<file path="src/rtl/sc_pkg.sv">
package sc_pkg;
  typedef enum logic [1:0] {
    ST_IDLE  = 2'd0,
    ST_MREQ  = 2'd1,
    ST_MWAIT = 2'd2,
    ST_RESP  = 2'd3
  } sc_state_e;
endpackage

</file>
<file path="src/rtl/sc_directory.sv">
module sc_directory #(
  parameter int SECTORS = 4,
  parameter int SUBS    = 8,
  parameter int TAG_W   = 27,
  parameter int IDX_W   = 3,
  parameter int WAY_W   = 2
) (
  input  logic               clk,
  input  logic               rst_n,
  input  logic [TAG_W-1:0]   look_tag,
  input  logic [IDX_W-1:0]   look_idx,
  input  logic               alloc_en,
  input  logic [WAY_W-1:0]   alloc_way,
  input  logic [TAG_W-1:0]   alloc_tag,
  input  logic               fill_en,
  input  logic [WAY_W-1:0]   fill_way,
  input  logic [IDX_W-1:0]   fill_idx,
  output logic               tag_hit,
  output logic               sub_hit,
  output logic [WAY_W-1:0]   hit_way,
  output logic [SECTORS-1:0] free_vec
);
  logic [TAG_W-1:0]   tag_q   [SECTORS];
  logic [SUBS-1:0]    valid_q [SECTORS];
  logic [SECTORS-1:0] alloc_q;
  logic [SECTORS-1:0] match_vec;

  // parallel tag compare across all sectors
  for (genvar g = 0; g < SECTORS; g++) begin : g_cmp
    assign match_vec[g] = alloc_q[g] && (tag_q[g] == look_tag);
  end

  always_comb begin
    hit_way = '0;
    for (int i = 0; i < SECTORS; i++)
      if (match_vec[i]) hit_way = hit_way | WAY_W'(i);
  end

  assign tag_hit  = |match_vec;
  assign sub_hit  = tag_hit && valid_q[hit_way][look_idx];
  assign free_vec = ~alloc_q;

  always_ff @(posedge clk or negedge rst_n) begin
    if (!rst_n) begin
      alloc_q <= '0;
      for (int i = 0; i < SECTORS; i++) begin
        tag_q[i]   <= '0;
        valid_q[i] <= '0;
      end
    end else begin
      for (int i = 0; i < SECTORS; i++) begin
        if (alloc_en && alloc_way == WAY_W'(i)) begin
          alloc_q[i] <= 1'b1;
          tag_q[i]   <= alloc_tag;
          valid_q[i] <= '0;
        end else if (fill_en && fill_way == WAY_W'(i)) begin
          valid_q[i][fill_idx] <= 1'b1;
        end
      end
    end
  end


  tag_unique_chk: assert property (@(posedge clk) disable iff (!rst_n)
    $onehot0(match_vec));


  alloc_clear_chk: assert property (@(posedge clk) disable iff (!rst_n)
    alloc_en |=> (valid_q[$past(alloc_way)] == '0));


  fill_sets_chk: assert property (@(posedge clk) disable iff (!rst_n)
    fill_en |=> valid_q[$past(fill_way)][$past(fill_idx)]);
endmodule

</file>
<file path="src/rtl/sc_lru.sv">
module sc_lru #(
  parameter int SECTORS = 4,
  parameter int WAY_W   = 2
) (
  input  logic               clk,
  input  logic               rst_n,
  input  logic               touch_en,
  input  logic [WAY_W-1:0]   touch_way,
  input  logic [SECTORS-1:0] free_vec,
  output logic [WAY_W-1:0]   victim_way
);
  // newer_q[i][j] set: sector i was used more recently than sector j
  logic [SECTORS-1:0] newer_q [SECTORS];
  logic [SECTORS-1:0] oldest_vec;

  for (genvar g = 0; g < SECTORS; g++) begin : g_old
    assign oldest_vec[g] = (newer_q[g] & ~(SECTORS'(1) << g)) == '0;
  end

  always_ff @(posedge clk or negedge rst_n) begin
    if (!rst_n) begin
      for (int i = 0; i < SECTORS; i++)
        for (int j = 0; j < SECTORS; j++)
          newer_q[i][j] <= (i > j);
    end else if (touch_en) begin
      for (int i = 0; i < SECTORS; i++)
        for (int j = 0; j < SECTORS; j++)
          if (i != j) begin
            if (touch_way == WAY_W'(i)) newer_q[i][j] <= 1'b1;
            else if (touch_way == WAY_W'(j)) newer_q[i][j] <= 1'b0;
          end
    end
  end

  always_comb begin
    logic picked;
    victim_way = '0;
    picked     = 1'b0;
    for (int i = 0; i < SECTORS; i++)
      if (free_vec[i] && !picked) begin
        victim_way = WAY_W'(i);
        picked     = 1'b1;
      end
    for (int i = 0; i < SECTORS; i++)
      if (oldest_vec[i] && !picked) begin
        victim_way = WAY_W'(i);
        picked     = 1'b1;
      end
  end


  lru_single_chk: assert property (@(posedge clk) disable iff (!rst_n)
    $countones(oldest_vec) == 1);


  touch_newest_chk: assert property (@(posedge clk) disable iff (!rst_n)
    touch_en |=> !oldest_vec[$past(touch_way)]);
endmodule

</file>
<file path="src/rtl/sc_data_store.sv">
module sc_data_store #(
  parameter int SECTORS = 4,
  parameter int SUBS    = 8,
  parameter int DATA_W  = 32,
  parameter int WAY_W   = 2,
  parameter int IDX_W   = 3
) (
  input  logic              clk,
  input  logic              wr_en,
  input  logic [WAY_W-1:0]  wr_way,
  input  logic [IDX_W-1:0]  wr_idx,
  input  logic [DATA_W-1:0] wr_data,
  input  logic [WAY_W-1:0]  rd_way,
  input  logic [IDX_W-1:0]  rd_idx,
  output logic [DATA_W-1:0] rd_data
);
  localparam int DEPTH = SECTORS * SUBS;

  logic [DATA_W-1:0] word_q [DEPTH];

  always_ff @(posedge clk) begin
    if (wr_en) word_q[{wr_way, wr_idx}] <= wr_data;
  end

  assign rd_data = word_q[{rd_way, rd_idx}];
endmodule

</file>
<file path="src/rtl/subsector_cache.sv">
module subsector_cache
  import sc_pkg::*;
#(
  parameter int ADDR_W  = 32,
  parameter int DATA_W  = 32,
  parameter int SECTORS = 4,
  parameter int SUBS    = 8
) (
  input  logic              clk,
  input  logic              rst_n,
  input  logic              req_valid,
  output logic              req_ready,
  input  logic [ADDR_W-1:0] req_addr,
  output logic              rsp_valid,
  input  logic              rsp_ready,
  output logic [DATA_W-1:0] rsp_data,
  output logic              mem_req_valid,
  input  logic              mem_req_ready,
  output logic [ADDR_W-1:0] mem_req_addr,
  input  logic              mem_rsp_valid,
  input  logic [DATA_W-1:0] mem_rsp_data
);
  localparam int OFF_W = $clog2(DATA_W / 8);
  localparam int IDX_W = $clog2(SUBS);
  localparam int TAG_W = ADDR_W - IDX_W - OFF_W;
  localparam int WAY_W = $clog2(SECTORS);

  sc_state_e         state_q;
  logic [TAG_W-1:0]  pend_tag_q;
  logic [IDX_W-1:0]  pend_idx_q;
  logic [WAY_W-1:0]  pend_way_q;
  logic [DATA_W-1:0] rsp_data_q;

  logic [TAG_W-1:0]   look_tag;
  logic [IDX_W-1:0]   look_idx;
  logic               unused_off;
  logic               tag_hit, sub_hit;
  logic [WAY_W-1:0]   hit_way, victim_way, touch_way;
  logic [SECTORS-1:0] free_vec;
  logic [DATA_W-1:0]  rd_data;
  logic               take, alloc_en, fill_en, touch_en;

  assign look_tag   = req_addr[ADDR_W-1 -: TAG_W];
  assign look_idx   = req_addr[OFF_W +: IDX_W];
  assign unused_off = ^req_addr[OFF_W-1:0];

  assign req_ready     = (state_q == ST_IDLE);
  assign rsp_valid     = (state_q == ST_RESP);
  assign rsp_data      = rsp_data_q;
  assign mem_req_valid = (state_q == ST_MREQ);
  assign mem_req_addr  = {pend_tag_q, pend_idx_q, {OFF_W{1'b0}}};

  assign take      = req_valid && req_ready;
  assign alloc_en  = take && !tag_hit;
  assign fill_en   = (state_q == ST_MWAIT) && mem_rsp_valid;
  assign touch_en  = (take && sub_hit) || fill_en;
  assign touch_way = fill_en ? pend_way_q : hit_way;

  sc_directory #(
    .SECTORS(SECTORS), .SUBS(SUBS), .TAG_W(TAG_W), .IDX_W(IDX_W), .WAY_W(WAY_W)
  ) u_dir (
    .clk(clk), .rst_n(rst_n),
    .look_tag(look_tag), .look_idx(look_idx),
    .alloc_en(alloc_en), .alloc_way(victim_way), .alloc_tag(look_tag),
    .fill_en(fill_en), .fill_way(pend_way_q), .fill_idx(pend_idx_q),
    .tag_hit(tag_hit), .sub_hit(sub_hit), .hit_way(hit_way), .free_vec(free_vec)
  );

  sc_lru #(.SECTORS(SECTORS), .WAY_W(WAY_W)) u_lru (
    .clk(clk), .rst_n(rst_n),
    .touch_en(touch_en), .touch_way(touch_way),
    .free_vec(free_vec), .victim_way(victim_way)
  );

  sc_data_store #(
    .SECTORS(SECTORS), .SUBS(SUBS), .DATA_W(DATA_W), .WAY_W(WAY_W), .IDX_W(IDX_W)
  ) u_data (
    .clk(clk),
    .wr_en(fill_en), .wr_way(pend_way_q), .wr_idx(pend_idx_q), .wr_data(mem_rsp_data),
    .rd_way(hit_way), .rd_idx(look_idx), .rd_data(rd_data)
  );

  always_ff @(posedge clk or negedge rst_n) begin
    if (!rst_n) begin
      state_q    <= ST_IDLE;
      pend_tag_q <= '0;
      pend_idx_q <= '0;
      pend_way_q <= '0;
      rsp_data_q <= '0;
    end else begin
      unique case (state_q)
        ST_IDLE: if (take) begin
          if (sub_hit) begin
            rsp_data_q <= rd_data;
            state_q    <= ST_RESP;
          end else begin
            pend_tag_q <= look_tag;
            pend_idx_q <= look_idx;
            pend_way_q <= tag_hit ? hit_way : victim_way;
            state_q    <= ST_MREQ;
          end
        end
        ST_MREQ:  if (mem_req_ready) state_q <= ST_MWAIT;
        ST_MWAIT: if (mem_rsp_valid) begin
          rsp_data_q <= mem_rsp_data;
          state_q    <= ST_RESP;
        end
        ST_RESP:  if (rsp_ready) state_q <= ST_IDLE;
        default:  state_q <= ST_IDLE;
      endcase
    end
  end


  hit_answer_chk: assert property (@(posedge clk) disable iff (!rst_n)
    (take && sub_hit) |=> (rsp_valid && !mem_req_valid));


  busy_on_miss_chk: assert property (@(posedge clk) disable iff (!rst_n)
    (take && !sub_hit) |=> (!req_ready && mem_req_valid));


  rsp_hold_chk: assert property (@(posedge clk) disable iff (!rst_n)
    (rsp_valid && !rsp_ready) |=> (rsp_valid && $stable(rsp_data)));


  mem_hold_chk: assert property (@(posedge clk) disable iff (!rst_n)
    (mem_req_valid && !mem_req_ready) |=> (mem_req_valid && $stable(mem_req_addr)));
endmodule

</file>
<file path="config.mk">
export PLATFORM = sky130hd
export DESIGN_NAME = subsector_cache
export DESIGN_NICKNAME = d
export VERILOG_FILES = /design/src/rtl/sc_pkg.sv /design/src/rtl/sc_directory.sv /design/src/rtl/sc_lru.sv /design/src/rtl/sc_data_store.sv /design/src/rtl/subsector_cache.sv
export SDC_FILE = /design/constraint.sdc
export NUM_CORES = 1
export LEC_CHECK = 0
export BUFFER_PORTS_ARGS = -buffer_cell sky130_fd_sc_hd__buf_2
export CORE_ASPECT_RATIO = 2
export CORE_UTILIZATION = 35
export DETAILED_ROUTE_END_ITERATION = 12
export GPL_ROUTABILITY_DRIVEN = 0
export HOLD_SLACK_MARGIN = 0.1
export SLEW_MARGIN = 20
export SYNTH_ARGS = -nofsm -noshare
export SYNTH_HDL_FRONTEND = slang
export SYNTH_SLANG_ARGS = --single-unit
</file>
<file path="constraint.sdc">
create_clock -name clk -period 5.5 [get_ports clk]
set_clock_uncertainty 0.15 [all_clocks]
set_input_delay 0.55 -clock clk [delete_from_list [all_inputs] [get_ports clk]]
set_output_delay 0.55 -clock clk [all_outputs]
set_load 0.01 [all_outputs]
</file>
# After elaboration in Yosys (flattened, before gate mapping)
# Memory sizes are Yosys's and may differ from the RTL's.
# Index checks and enable logic that the tools add are counted.
[classes]
magnitude_cmp = 4
eq_ne = 21
mux = 62
n_bitwise = 7
reduce_logical = 63
[ops]
columns = ["operator", "n"]
rows = [
  ["equality test 27 bit", 4],
  ["two-way mux 32 bit", 3],
  ["two-way mux 8 bit", 10],
  ["one-hot mux 32 bit (2 select lines)", 1],
  ["OR 8 bit", 4],
  ["two-way mux 2 bit", 15],
  ["two-way mux 1 bit", 29],
  ["logical AND 1 bit", 25],
  ["nonzero test 2 bit", 11],
  ["binary-select mux 8 bit (select 2 bit)", 1],
  ["equality test 2 bit, second input constant", 8],
  ["zero test 4 bit", 4],
  ["AND reduction 2 bit", 6],
  ["equality test 2 x 1 -> 1 bit, second input constant", 4],
  ["zero test 1 bit", 8],
  ["zero test 2 bit", 4],
  ["< comparator 3 x 4 -> 1 bit, second input constant", 2],
  ["inequality test 2 x 1 -> 1 bit, second input constant", 4],
  ["one-hot mux 2 bit (4 select lines)", 1],
  ["AND reduction 4 bit", 2],
  ["NOT 4 bit", 1],
  ["OR reduction 4 bit", 1],
  ["binary-select mux 1 bit (select 3 bit)", 1],
  ["demux 1 bit (select 3 bit)", 1],
  ["other kinds (7)", 7],
]
[word_totals]
ff_bits = 222
mem_bits_rw = 1024
out_inout_bits = 67
elab_cells = 187
memories = 1
[memory_table]
columns = ["name", "depth", "word_bits", "rd", "rd_clocked_by_memory_dff", "wr", "line_no", "text"]
rows = [
  ["u_data.word_q", 32, 32, 1, 0, 1, "sc_data_store.sv:19", "logic [DATA_W-1:0] word_q [DEPTH];"],
]

# Longest topological paths before layout
# Gate-level depths: netlist (run 1).
[depth]
depth_word = 26
depth_mapped = 14

# Modules after synthesis
# A second synthesis (run 1) with hierarchy kept.
[unflattened]
hier_cells = 3246
area_unflattened_um2 = 50634.8
[modules_own_cells]
columns = ["module", "instances", "cells_per_inst", "area_per_inst_um2"]
rows = [
  ["sc_data_store", 1, 2228, 39852.0],
  ["sc_directory", 1, 754, 7139.3],
  ["subsector_cache", 1, 207, 3074.2],
  ["sc_lru", 1, 57, 569.3],
]

# Worst setup path before layout (run 1)
# Ideal clock, no wire load.
[synth_path]
path_kind = "input to register"
from = "input req_addr[28]"
to = "register rsp_data_q[10] (netlist: rsp_data[10])"
setup_time_ns = 0.125
arrival_ns = 3.407
path_slack_ns = 1.818
cell_stages = 12
n_path_buf = 2
cell_sequence = "buf_4 > xnor2_1 > nand4_1 > or4_4 > nor2_8 > mux2_1 > o221a_1 > o41a_1 > nand4_2 > a21oi_4 > buf_12 > mux2_4"
[synth_between]
elab_chain_len = 14
[synth_lines]
columns = ["element", "line_no", "text"]
rows = [
  ["start: declaration", "subsector_cache.sv:13", "input logic [ADDR_W-1:0] req_addr,"],
  ["equality test 27 bit", "sc_directory.sv:30", "assign match_vec[g] = alloc_q[g] && (tag_q[g] == look_tag);"],
  ["logical AND 1 bit", "sc_directory.sv:30", ""],
  ["two-way mux 1 bit", "sc_directory.sv:36", "if (match_vec[i]) hit_way = hit_way | WAY_W'(i);"],
  ["two-way mux 2 bit (2 in series)", "sc_directory.sv:36", ""],
  ["NOT 2 -> 3 bit (not written as such)", "sc_directory.sv:40", "assign sub_hit = tag_hit && valid_q[hit_way][look_idx];"],
  ["binary-select mux 8 bit (select 2 bit)", "sc_directory.sv:40", ""],
  ["two-way mux 8 bit (not written as such) (2 in series)", "sc_directory.sv:40", ""],
  ["binary-select mux 1 bit (select 3 bit)", "sc_directory.sv:40", ""],
  ["two-way mux 1 bit (not written as such)", "sc_directory.sv:40", ""],
  ["logical AND 1 bit", "sc_directory.sv:40", ""],
  ["inequality test 2 x 1 -> 1 bit (no line)", "-", ""],
  ["AND reduction 4 bit (no line)", "-", ""],
  ["end signal: assignment", "subsector_cache.sv:94", "rsp_data_q <= rd_data;"],
  ["end signal: assignment", "subsector_cache.sv:105", "rsp_data_q <= mem_rsp_data;"],
  ["end: declaration", "subsector_cache.sv:32", "logic [DATA_W-1:0] rsp_data_q;"],
]
# Parallel ways exist; a longest one is shown, timed or not. The select of a mux whose other input is x is not followed.
# A chain may end at the register's enable or synchronous reset.

# Worst setup path after layout (run 1)
[layout_path]
from = "input req_addr[14]"
to = "register pend_tag_q[6]"
[layout_between]
elab_chain_len = 14
[layout_lines]
columns = ["element", "line_no", "text"]
rows = [
  ["equality test 27 bit", "sc_directory.sv:30", ""],
  ["logical AND 1 bit", "sc_directory.sv:30", ""],
  ["two-way mux 1 bit", "sc_directory.sv:36", ""],
  ["two-way mux 2 bit (2 in series)", "sc_directory.sv:36", ""],
  ["NOT 2 -> 3 bit (not written as such)", "sc_directory.sv:40", ""],
  ["binary-select mux 8 bit (select 2 bit)", "sc_directory.sv:40", ""],
  ["two-way mux 8 bit (not written as such) (2 in series)", "sc_directory.sv:40", ""],
  ["binary-select mux 1 bit (select 3 bit)", "sc_directory.sv:40", ""],
  ["two-way mux 1 bit (not written as such)", "sc_directory.sv:40", ""],
  ["logical AND 1 bit *", "sc_directory.sv:40", ""],
  ["NOT 1 bit (no line) *", "-", ""],
  ["AND reduction 3 bit (no line) *", "-", ""],
  ["end signal: assignment", "subsector_cache.sv:97", "pend_tag_q <= look_tag;"],
  ["end: declaration", "subsector_cache.sv:29", "logic [TAG_W-1:0] pend_tag_q;"],
]
# Every way passes the cells marked *; elsewhere a longest branch is shown, timed or not. The select of a mux whose other input is x is not followed.

==> metrics.cfg, run 1 <==
[route]
drt-initial-drc-count = 1812
vias = 25700
drc = 1
drtAntennaViolNets = 0
drtPass1Iterations = 9
viasPerCell = 5.31
wire_per_inst_um = 27.2
routed_wl_um = 131000

[synthesis]
synth.avg_cell_area_um2 = 19.2
synth_top_family_by_area = multiplexers
yosysMostFrequentCell = edfxtp_1
synthAdderAreaFrac_pct = 0.198
synth.top_cell.area_share_pct = 60.8
synth_top_cell_by_area = edfxtp_1
synth_area_leaders = edfxtp_1, mux4_2, dfrtp_1, mux2_2, mux2_4
synth-main-ff-cell = edfxtp_1
synth_area_mm2 = 0.0506
synth_common_cells = edfxtp_1, mux4_2, dfrtp_1
synthDistinctLibCells = 81
muxShareOfSynthArea_pct = 18.1
synth_xor_area_share_pct = 1.90
ys_ff_latch = 1246
synthArstFlopShare_pct = 17.8
seq_area_frac_synth_pct = 71.8
synth_compound_area_share_pct = 2.46
synth_edf_count = 1024
yosys_warnings = 0
synth-simple-area-share_pct = 4.00
synth_cells = 2639

[worst_setup_path]
cp_max_fo = 31
end_kind = register
worst_ep_required_time_ns = 5.92
path_class = in -> reg
worstPathArrival_ns = 4.90
cp-start-kind = primary input

[floorplanning]
io_pins = 137
start_util_pct = 35.2
die_h_um = 540
core_area_mm2 = 0.144
row_count = 197
die_w_um = 271
dieArea_mm2 = 0.146

[power]
power.internal_mw = 17.3
power.switching_mw = 6.49
p_leak_nw = 19.2
combPwrFrac_pct = 18.4
swShare_pct = 27.3
p_seq_share_pct = 49.5
vdd_drop_max_v = 0.000351
p_clk_share_pct = 32.2
power.density_mw_per_mm2 = 410

[cts]
cts_tree = yes
post_cts_buffers = 0
htreeDepth = 3
path_clk_slew_ns = 0.07
numCtsBuffers = 101
insertion_delay_ns = 0.72
clock-sinks = 1246
root_buffer = clkbuf_16
clk_path_buf_depth = 3

[sta]
hold_viol = 0
worst_slew_pin_slew_ns = 1.11
grt_setup_unrepaired = false
final_max_slew_viol_count = 0
finalSetupViolCount = 0
max_freq_mhz = 223
period_needed_ns = 4.48
slew_headroom_pct = 26.0
hold_slack_ns = 0.166
tns_ns = 0
period_share_pct = 81.5

[job]
maxCapViolations = 0

[layout]
drive_gt1_share_pct = 31.6
area_delta_synth_final_pct = 14.4
stdcell_count = 4827
nNetsFinal = 2927

[run_status]
status = complete, but fails checks
violations = DRC

[global_route]
grt_antenna_before_repair = 4
grt_max_degree = 121
grt_pass1_vias = 27200
overflow = 0
grt_pass1_wl_um = 190000
grt_use_total_pct = 18.0

[placed_design]
port_buffers = 132
dp_hpwl_um = 81000
place_inst = 4615

[hold_path]
hold_path_class = in -> reg

[critical path, cell delays in order]
cell and delay, ns:
dlygate4sd3_1 0.53, buf_2 0.19, xnor2_1 0.48, nand4_1 0.22, or4_4 0.61, nor2_4 0.23, buf_4 0.36, a21boi_2 0.12
o221a_1 0.28, nor4_1 0.30, nand4b_4 0.22, nand2_4 0.32, mux2_4 0.42
[cell type report]
type / instances / area (µm²)
fill: 12700 / 85800
sequential: 1246 / 36300
multi-input combinational: 1227 / 13800
clock buffer: 122 / 2710
tap: 1890 / 2360
timing repair buffer: 259 / 1850
clock inverter: 68 / 779
inverter: 14 / 52.6
antenna: 1 / 2.50
[metal layers]
| metal | vias up | routed length (µm) | track usage (%) |
|---|---|---|---|
| met2 | 753 | 72100 | 33.7 |
| met4 | 2 | 5920 | 8.03 |
| met3 | 236 | 5650 | 2.43 |
| met1 | 13700 | 47400 | 20.0 |
| li1 | 11000 | - | - |
| met5 | - | 13 | 0 |
[through the flow]
step | util (%) | worst slack [ns] | cell area, µm² | power [mW]
global route | 40.3 | 0.909 | 57900 | 24.7
global placement | 37.7 | 0.930 | 54200 | 16.3
floorplan | - | 1.82 | 50600 | 14.6
finish | 40.3 | 1.02 | 57900 | 23.7
detailed placement | 37.7 | 0.945 | 54200 | 16.4
CTS | 40.3 | 1.10 | 57900 | 24.0
[state kept, by name, indices dropped and copies added (netlist names)]
register / flops
pend_tag_q: 27
u_dir.alloc_q: 4
rsp_data: 32
state_q: 2
u_lru.newer_q: 12
u_dir.valid_q: 32
pend_way_q: 2
u_data.word_q: 1024
pend_idx_q: 3
u_dir.tag_q: 108
[kinds of logic (layout without fill, tap and decap cells)]
logic type                 Yosys count  count (layout)
DFF                               1246            1246
buffers and inverters              167             463
adders and majority gates            8               8
AOI/OAI and AO/OA                  190             190
other                                1               3
muxes                              515             515
xor gates and xnor gates           108             108
and+or+nand+nor                    404             404
[cell usage in the layout, fill, tap and decap left out, types with 5 or more instances in the layout]
cell	netlist	routed
clkinv_1	0	14
nor3_1	8	8
dfrtp_1	216	216
edfxtp_1	1024	1024
nand2_1	101	99
clkbuf_16	0	102
ha_1	8	7
or2_2	5	5
buf_12	3	12
nor2b_1	30	29
inv_1	14	14
dlygate4sd3_1	0	21
nor2_1	114	80
clkinv_2	0	16
o211ai_1	12	12
o21ai_0	42	42
a211oi_1	30	30
buf_4	10	94
clkinvlp_4	0	10
nand3_1	49	49
dfstp_2	6	6
a21oi_1	57	56
xor2_1	12	12
clkbuf_1	81	12
mux2_4	58	58
mux2i_1	59	59
nor2_4	1	35
mux4_2	283	283
nand4_1	47	47
mux2_2	112	112
nor4_1	14	14
bufinv_16	0	13
clkinv_8	0	5
xnor2_1	94	94
buf_2	30	128
clkbuf_8	0	8
[final timing paths]
kind / start / to / slack (ns) / depth (start not counted)
worst max-delay path: req_addr[14] / pend_tag_q[6] / 1.02 / 13
worst min-delay path: req_addr[26] / u_dir.tag_q[21] / 0.17 / 2
worst max register to register: u_dir.tag_q[63] / pend_tag_q[6] / 1.21 / 11
worst min register to register: u_dir.valid_q[5] / u_dir.valid_q[5] / 0.35 / 2
max in group asynchronous: rst_n / rsp_data[11] / 3.84 / 3
min in group asynchronous: rst_n / u_dir.tag_q[87] / 0.21 / 2
[power groups by stage]
stage                     sequential [mW]  clock (mW)  combinational [mW]
after CTS                            11.7        7.81                4.45
after global routing                 11.9        8.12                4.68
final                                11.7        7.63                4.36
after global placement               11.9           0                4.35
after detailed placement             11.9           0                4.43
after floorplan                      11.9           0                2.76
[repair_timing]
item,in CTS,in global routing
resized for setup,0,0
endpoints found under the hold margin,155,0
hold buffers,21,0
endpoints found under the setup margin,0,0
(Power assumes the default switching activity.)
==> run 2, diff against run 1 <==
- clock period: 5.5 -> 4.5 ns (I/O delays scaled with it)
==> run 2 against run 1 <==
- the run still ends with DRC left
- setup slack got worse by 0.56 ns
- count of clock-buffer cells in the layout rose by 16
- combinational power grew 29%
- register-to-register slack worse by 0.66 ns
- non-clock buffer count is 87 higher
- hold slack got worse by 0.043 ns
- sequential power up 22%
- via count up 2.3%
- largest cell class unchanged
==> metrics.cfg, run 2 (synthesis gave the netlist of run 1 again) <==
[hold_path]
hold_path_class = in -> reg
min_to = u_data.word_q[14][0]
min_from = mem_rsp_data[0]
hold_path_depth = 1

[layout]
fill_cells = 12600
multiInputGateArea_mm2 = 0.0138
mostFrequentLayoutCell = edfxtp_1
top_regs = u_data.word_q: 1024 flops, u_dir.tag_q: 108 flops
seqCellArea_mm2 = 0.0363
nNetsFinal = 3014
stdcell_area_mm2 = 0.0589
largest_register = u_data.word_q
drive_gt1_share_pct = 32.5
mostFrequentLayoutCells = edfxtp_1, mux4_2, dfrtp_1
area_delta_synth_final_pct = 16.5
largest_reg_flops = 1024

[sta]
max_freq_mhz = 247
worst_slew_pin_slew_ns = 1.10
hold_slack_ns = 0.124
finalSetupViolCount = 0
tns_ns = 0
hold_viol = 0
final_max_slew_viol_count = 0
period_needed_ns = 4.04
grt_setup_unrepaired = false
period_share_pct = 89.9
slew_headroom_pct = 26.6

[cts]
clk_path_buf_depth = 3
numCtsBuffers = 101
insertion_delay_ns = 0.72
cts_tree = yes
root_buffer = clkbuf_16
post_cts_buffers = 0
htreeDepth = 3
clock-sinks = 1246
path_clk_slew_ns = 0.07

[global_route]
grt_pass1_vias = 27800
grt_antenna_before_repair = 5
grt_use_total_pct = 18.7
overflow = 0
grt_max_degree = 118
grt_pass1_wl_um = 196000

[floorplanning]
die_h_um = 540
start_util_pct = 35.2
core_area_mm2 = 0.144
dieArea_mm2 = 0.146
row_count = 197
die_w_um = 271
io_pins = 137

[worst_setup_path]
worst_ep_required_time_ns = 4.92
cp_max_fo = 12
worstPathArrival_ns = 4.47
path_class = in -> reg
r2r_cells = 11
end_kind = register
r2r-end = rsp_data[0]
cp-start-kind = primary input
r2r_slack_ns = 0.55
r2r-start = u_dir.tag_q[2]

[placed_design]
dp_hpwl_um = 85100
dpl_cell_area_mm2 = 0.0549
port_buffers = 132

[route]
wire_per_inst_um = 27.7
routed_wl_um = 136000
drt-initial-drc-count = 1993
viasPerCell = 5.34
drtAntennaViolNets = 0
vias = 26200
drtPass1Iterations = 11
drc = 1

[power]
vdd_drop_max_v = 0.000396
power.density_mw_per_mm2 = 499
p_leak_nw = 19.7

[job]
maxCapViolations = 0

[run_status]
violations = DRC
status = complete, but fails checks

-- run 2: critical path: stages --
cell and delay, ns:
dlygate4sd3_1 0.53, buf_2 0.19, xnor2_1 0.49, nand4_1 0.19, or4_1 0.59, o22ai_2 0.45, o31a_1 0.18, o221a_2 0.20
o41a_1 0.14, nand4_2 0.14, a21oi_4 0.33, buf_12 0.23, mux2_2 0.35
-- run 2: worst max path at each step --
stage / from / to / depth (start not counted)
after global placement: req_addr[7] / rsp_data[0] / 12
after CTS: req_addr[7] / rsp_data[0] / 13
after floorplan: req_addr[28] / rsp_data[10] / 12
after detailed placement: req_addr[7] / rsp_data[0] / 12
after global routing: req_addr[7] / rsp_data[0] / 13
final: req_addr[7] / rsp_data[0] / 13
-- run 2: where the power goes --
| part | leakage [nW] | internal (mW) | switching, mW |
|---|---|---|---|
| sequential | 11.9 | 13.6 | 0.722 |
| clock | 1.71 | 5.15 | 4.25 |
| combinational | 6.11 | 2.54 | 3.10 |
| total | 19.7 | 21.3 | 8.07 |
-- run 2: through the flow --
step	std cells	power, mW	setup WS, ns	util, %
detailed placement	4673	20.3	0.293	38.2
global placement	4673	20.2	0.296	38.2
CTS	4915	29.6	0.481	41.0
floorplan	2640	17.9	0.918	-
finish	4917	29.4	0.456	41.0
global route	4917	30.4	0.363	41.0
-- run 2: layer usage --
| metal | track usage [%] | wire, µm | vias up |
|---|---|---|---|
| li1 | - | - | 11200 |
| met1 | 21.2 | 49700 | 14000 |
| met4 | 7.78 | 5790 | 0 |
| met5 | 0 | 0 | - |
| met2 | 35.0 | 74900 | 861 |
| met3 | 2.22 | 5960 | 224 |
-- run 2: layout make-up --
| class | count | share of cell area (%) |
|---|---|---|
| multi-input combinational | 1227 | 23.4 |
| tap | 1890 | 4.01 |
| clock inverter | 54 | 1.13 |
| clock buffer | 138 | 4.84 |
| timing repair buffer | 346 | 4.89 |
| antenna | 2 | 0.00849 |
| sequential | 1246 | 61.6 |
| inverter | 14 | 0.0892 |
-- run 2: timing repair --
action                                  CTS  global route
endpoints found under the hold margin   638             0
hold buffers                             50             0
gates resized for setup                   0             0
endpoints found under the setup margin    0             0
==> run 3, diff against run 2 <==
- ABC_AREA: not set -> 1
==> run 3 against run 2 <==
- the run now ends clean
- final cell count grew 34%
- sequential power is essentially flat
- routed wire length grew 17%
- core utilization shrank 0.49 points
- design area grew 0.16%
- flip-flop and latch count is the same
- clock power grew 2%
- synthesized cell count grew 69%
- count of clock-buffer cells in the layout shrank 4
- highest routed layer is now met5
==> metrics.cfg, run 3 <==
[layout]
fill_cells = 13800
mostFrequentLayoutCells = edfxtp_1, nand2_1, nor2_1
mostFrequentLayoutCell = edfxtp_1
area_delta_synth_final_pct = 14.7
stdcell_area_mm2 = 0.0590
stdcell_count = 6573
largest_register = u_data.word_q
seqCellArea_mm2 = 0.0363
nNetsFinal = 4656
drive_gt1_share_pct = 12.2
largest_reg_flops = 1024
multiInputGateArea_mm2 = 0.0136
top_regs = u_data.word_q: 1024 flops, u_dir.tag_q: 108 flops

[global_route]
grt_max_degree = 192
grt_pass1_wl_um = 232000
grt_pass1_vias = 35000
grt_antenna_before_repair = 12
overflow = 0
grt_use_total_pct = 21.2

[worst_setup_path]
worst_ep_required_time_ns = 4.98
cp_max_fo = 19
path_class = in -> reg
worstPathArrival_ns = 4.35
crit_slowest_cell = dlygate4sd3_1
critical-path-top-delay-family = simple AND/OR/NAND/NOR gates
cp-start-kind = primary input
r2r_slack_ns = 0.80
end_kind = register
cpMostUsedCell = nand2_1
cp_num_buf_inv = 5
path_cells = dlygate4sd3_1, buf_2, inv_2, nand2_1, nand2_1, nor2_1, nand2_1, inv_1, nand2_1, nor2_1, nand2_2, nand2_4, nand3_1, nand3_1, nand3_1, nand2_1, nand2_1, nand3_2, nand2_4, nand2_8, buf_4, nand2_2, o21ai_2
cpPeakStageDelay_ns = 0.54

[cts]
clk_path_buf_depth = 3
root_buffer = clkbuf_16
cts_tree = yes
insertion_delay_ns = 0.73
numCtsBuffers = 105
path_clk_slew_ns = 0.07
clock-sinks = 1246
htreeDepth = 3

[route]
drt-initial-drc-count = 3091
drtAntennaViolNets = 0
drtPass1Iterations = 5
vias = 35900
drc = 0
wire_per_inst_um = 24.4
viasPerCell = 5.46
routed_wl_um = 160000

[job]
maxCapViolations = 0

[synthesis]
synth_cells = 4456
synth_top_cell_by_area = edfxtp_1
synth_common_cells = edfxtp_1, nand2_1, nor2_1
ys_ff_latch = 1246
synthArstFlopShare_pct = 17.8
synth_area_mm2 = 0.0515
synth-main-ff-cell = edfxtp_1
synthDistinctLibCells = 49
yosysMostFrequentCell = edfxtp_1
synth.avg_cell_area_um2 = 11.6
synth_edf_count = 1024
seq_area_frac_synth_pct = 70.6
synth_area_leaders = edfxtp_1, dfrtp_1, o21ai_0, nand2_1, nor2_1
yosys_warnings = 0
synth.top_cell.area_share_pct = 59.7

[sta]
hold_viol = 0
grt_setup_unrepaired = false
slew_headroom_pct = 21.0
period_needed_ns = 3.87
period_share_pct = 85.9
final_max_slew_viol_count = 0
setup_slack_ns = 0.635
hold_slack_ns = 0.118
max_freq_mhz = 259
finalSetupViolCount = 0
tns_ns = 0
worst_slew_pin_slew_ns = 1.18

[run_status]
status = finished, final reports clean

[placed_design]
dp_hpwl_um = 93000
dpl_cell_area_mm2 = 0.0548
place_inst = 6312
dp_slack_ns = 0.511
port_buffers = 132

[floorplanning]
core_area_mm2 = 0.146
start_util_pct = 35.3
die_w_um = 273
die_h_um = 544
row_count = 198
io_pins = 137
dieArea_mm2 = 0.149

[power]
vdd_drop_max_v = 0.000487
power.density_mw_per_mm2 = 490
p_leak_nw = 20.9

[hold_path]
hold_path_class = in -> reg

run 3: cell types whose count changed in the layout (fill, tap and decap cells not counted), sizes merged, moves of 171 or more:
| cell | previous run | this run |
|---|---|---|
| nand2 | 102 | 731 |
| mux2 | 171 | 0 |
| mux4 | 285 | 0 |
| o22ai | 4 | 241 |
| o21ai | 44 | 700 |
| nor2 | 116 | 683 |
run 3: path summary, 6_finish.rpt:
| check | startpoint | endpoint | cells after the start |
|---|---|---|---|
| max in group asynchronous | rst_n | u_lru.newer_q[2] | 3 |
| setup / recovery | req_addr[5] | rsp_data[29] | 23 |
| hold reg to reg | u_lru.newer_q[1] | u_lru.newer_q[1] | 2 |
| hold / removal | mem_rsp_data[18] | u_data.word_q[7][18] | 1 |
| min in group asynchronous | rst_n | u_dir.tag_q[61] | 2 |
| setup reg to reg | u_dir.tag_q[67] | rsp_data[29] | 22 |
run 3: routing by layer:
metal	vias up	track usage (%)	routed length (µm)
met1	18000	24.3	58800
met5	-	0	24
met4	4	10.5	8460
met2	1358	38.7	83400
li1	16100	-	-
met3	360	2.60	9410
run 3: cell type report:
class	count	area share, %
inverter	156	1.02
multi-input combinational	2772	23.1
clock buffer	134	4.86
tap	1900	4.03
sequential	1246	61.5
clock inverter	64	1.26
antenna	4	0.0170
timing repair buffer	297	4.16
run 3: stage by stage:
| step | total power [mW] | util (%) |
|---|---|---|
| after floorplan | 17.5 | - |
| after global placement | 19.4 | 37.6 |
| after detailed placement | 19.5 | 37.6 |
| after CTS | 29.0 | 40.5 |
| after global routing | 30.1 | 40.5 |
| final | 28.9 | 40.5 |
run 3: report_power, final:
part	total, mW	internal [mW]	switching (mW)
sequential	14.2	13.5	0.675
combinational	5.17	1.69	3.48
clock	9.57	5.25	4.32
run 3: repair_timing:
item | 4_1_cts | 5_1_grt
buffers inserted | 0 | 0
hold buffers | 59 | 0
endpoints found under the hold margin | 918 | 0
resized for setup | 0 | 0
run 3: kinds of logic (layout without fill, tap and decap cells):
group           count (synthesis)  after routing  share of synthesized area, %
simple gates                 1660           1660                          13.1
flops                        1246           1246                          70.6
buf+inv                       439            651                          3.47
mux                            29             29                         0.564
compound gates               1041           1041                          11.5
xor+xnor                       32             32                         0.545
fa+ha+maj                       8              8                         0.194
other cells                     1              6                       0.00729
run 3: worst reg2reg max path, delay by kind of cell, from the launching register on:
| kind | cells | cell delay, ns |
|---|---|---|
| flip-flops | 1 | 0.48 |
| AO/OA/AOI/OAI | 1 | 0.05 |
| AND/OR/NAND/NOR | 17 | 1.98 |
| buffers and inverters | 4 | 0.91 |
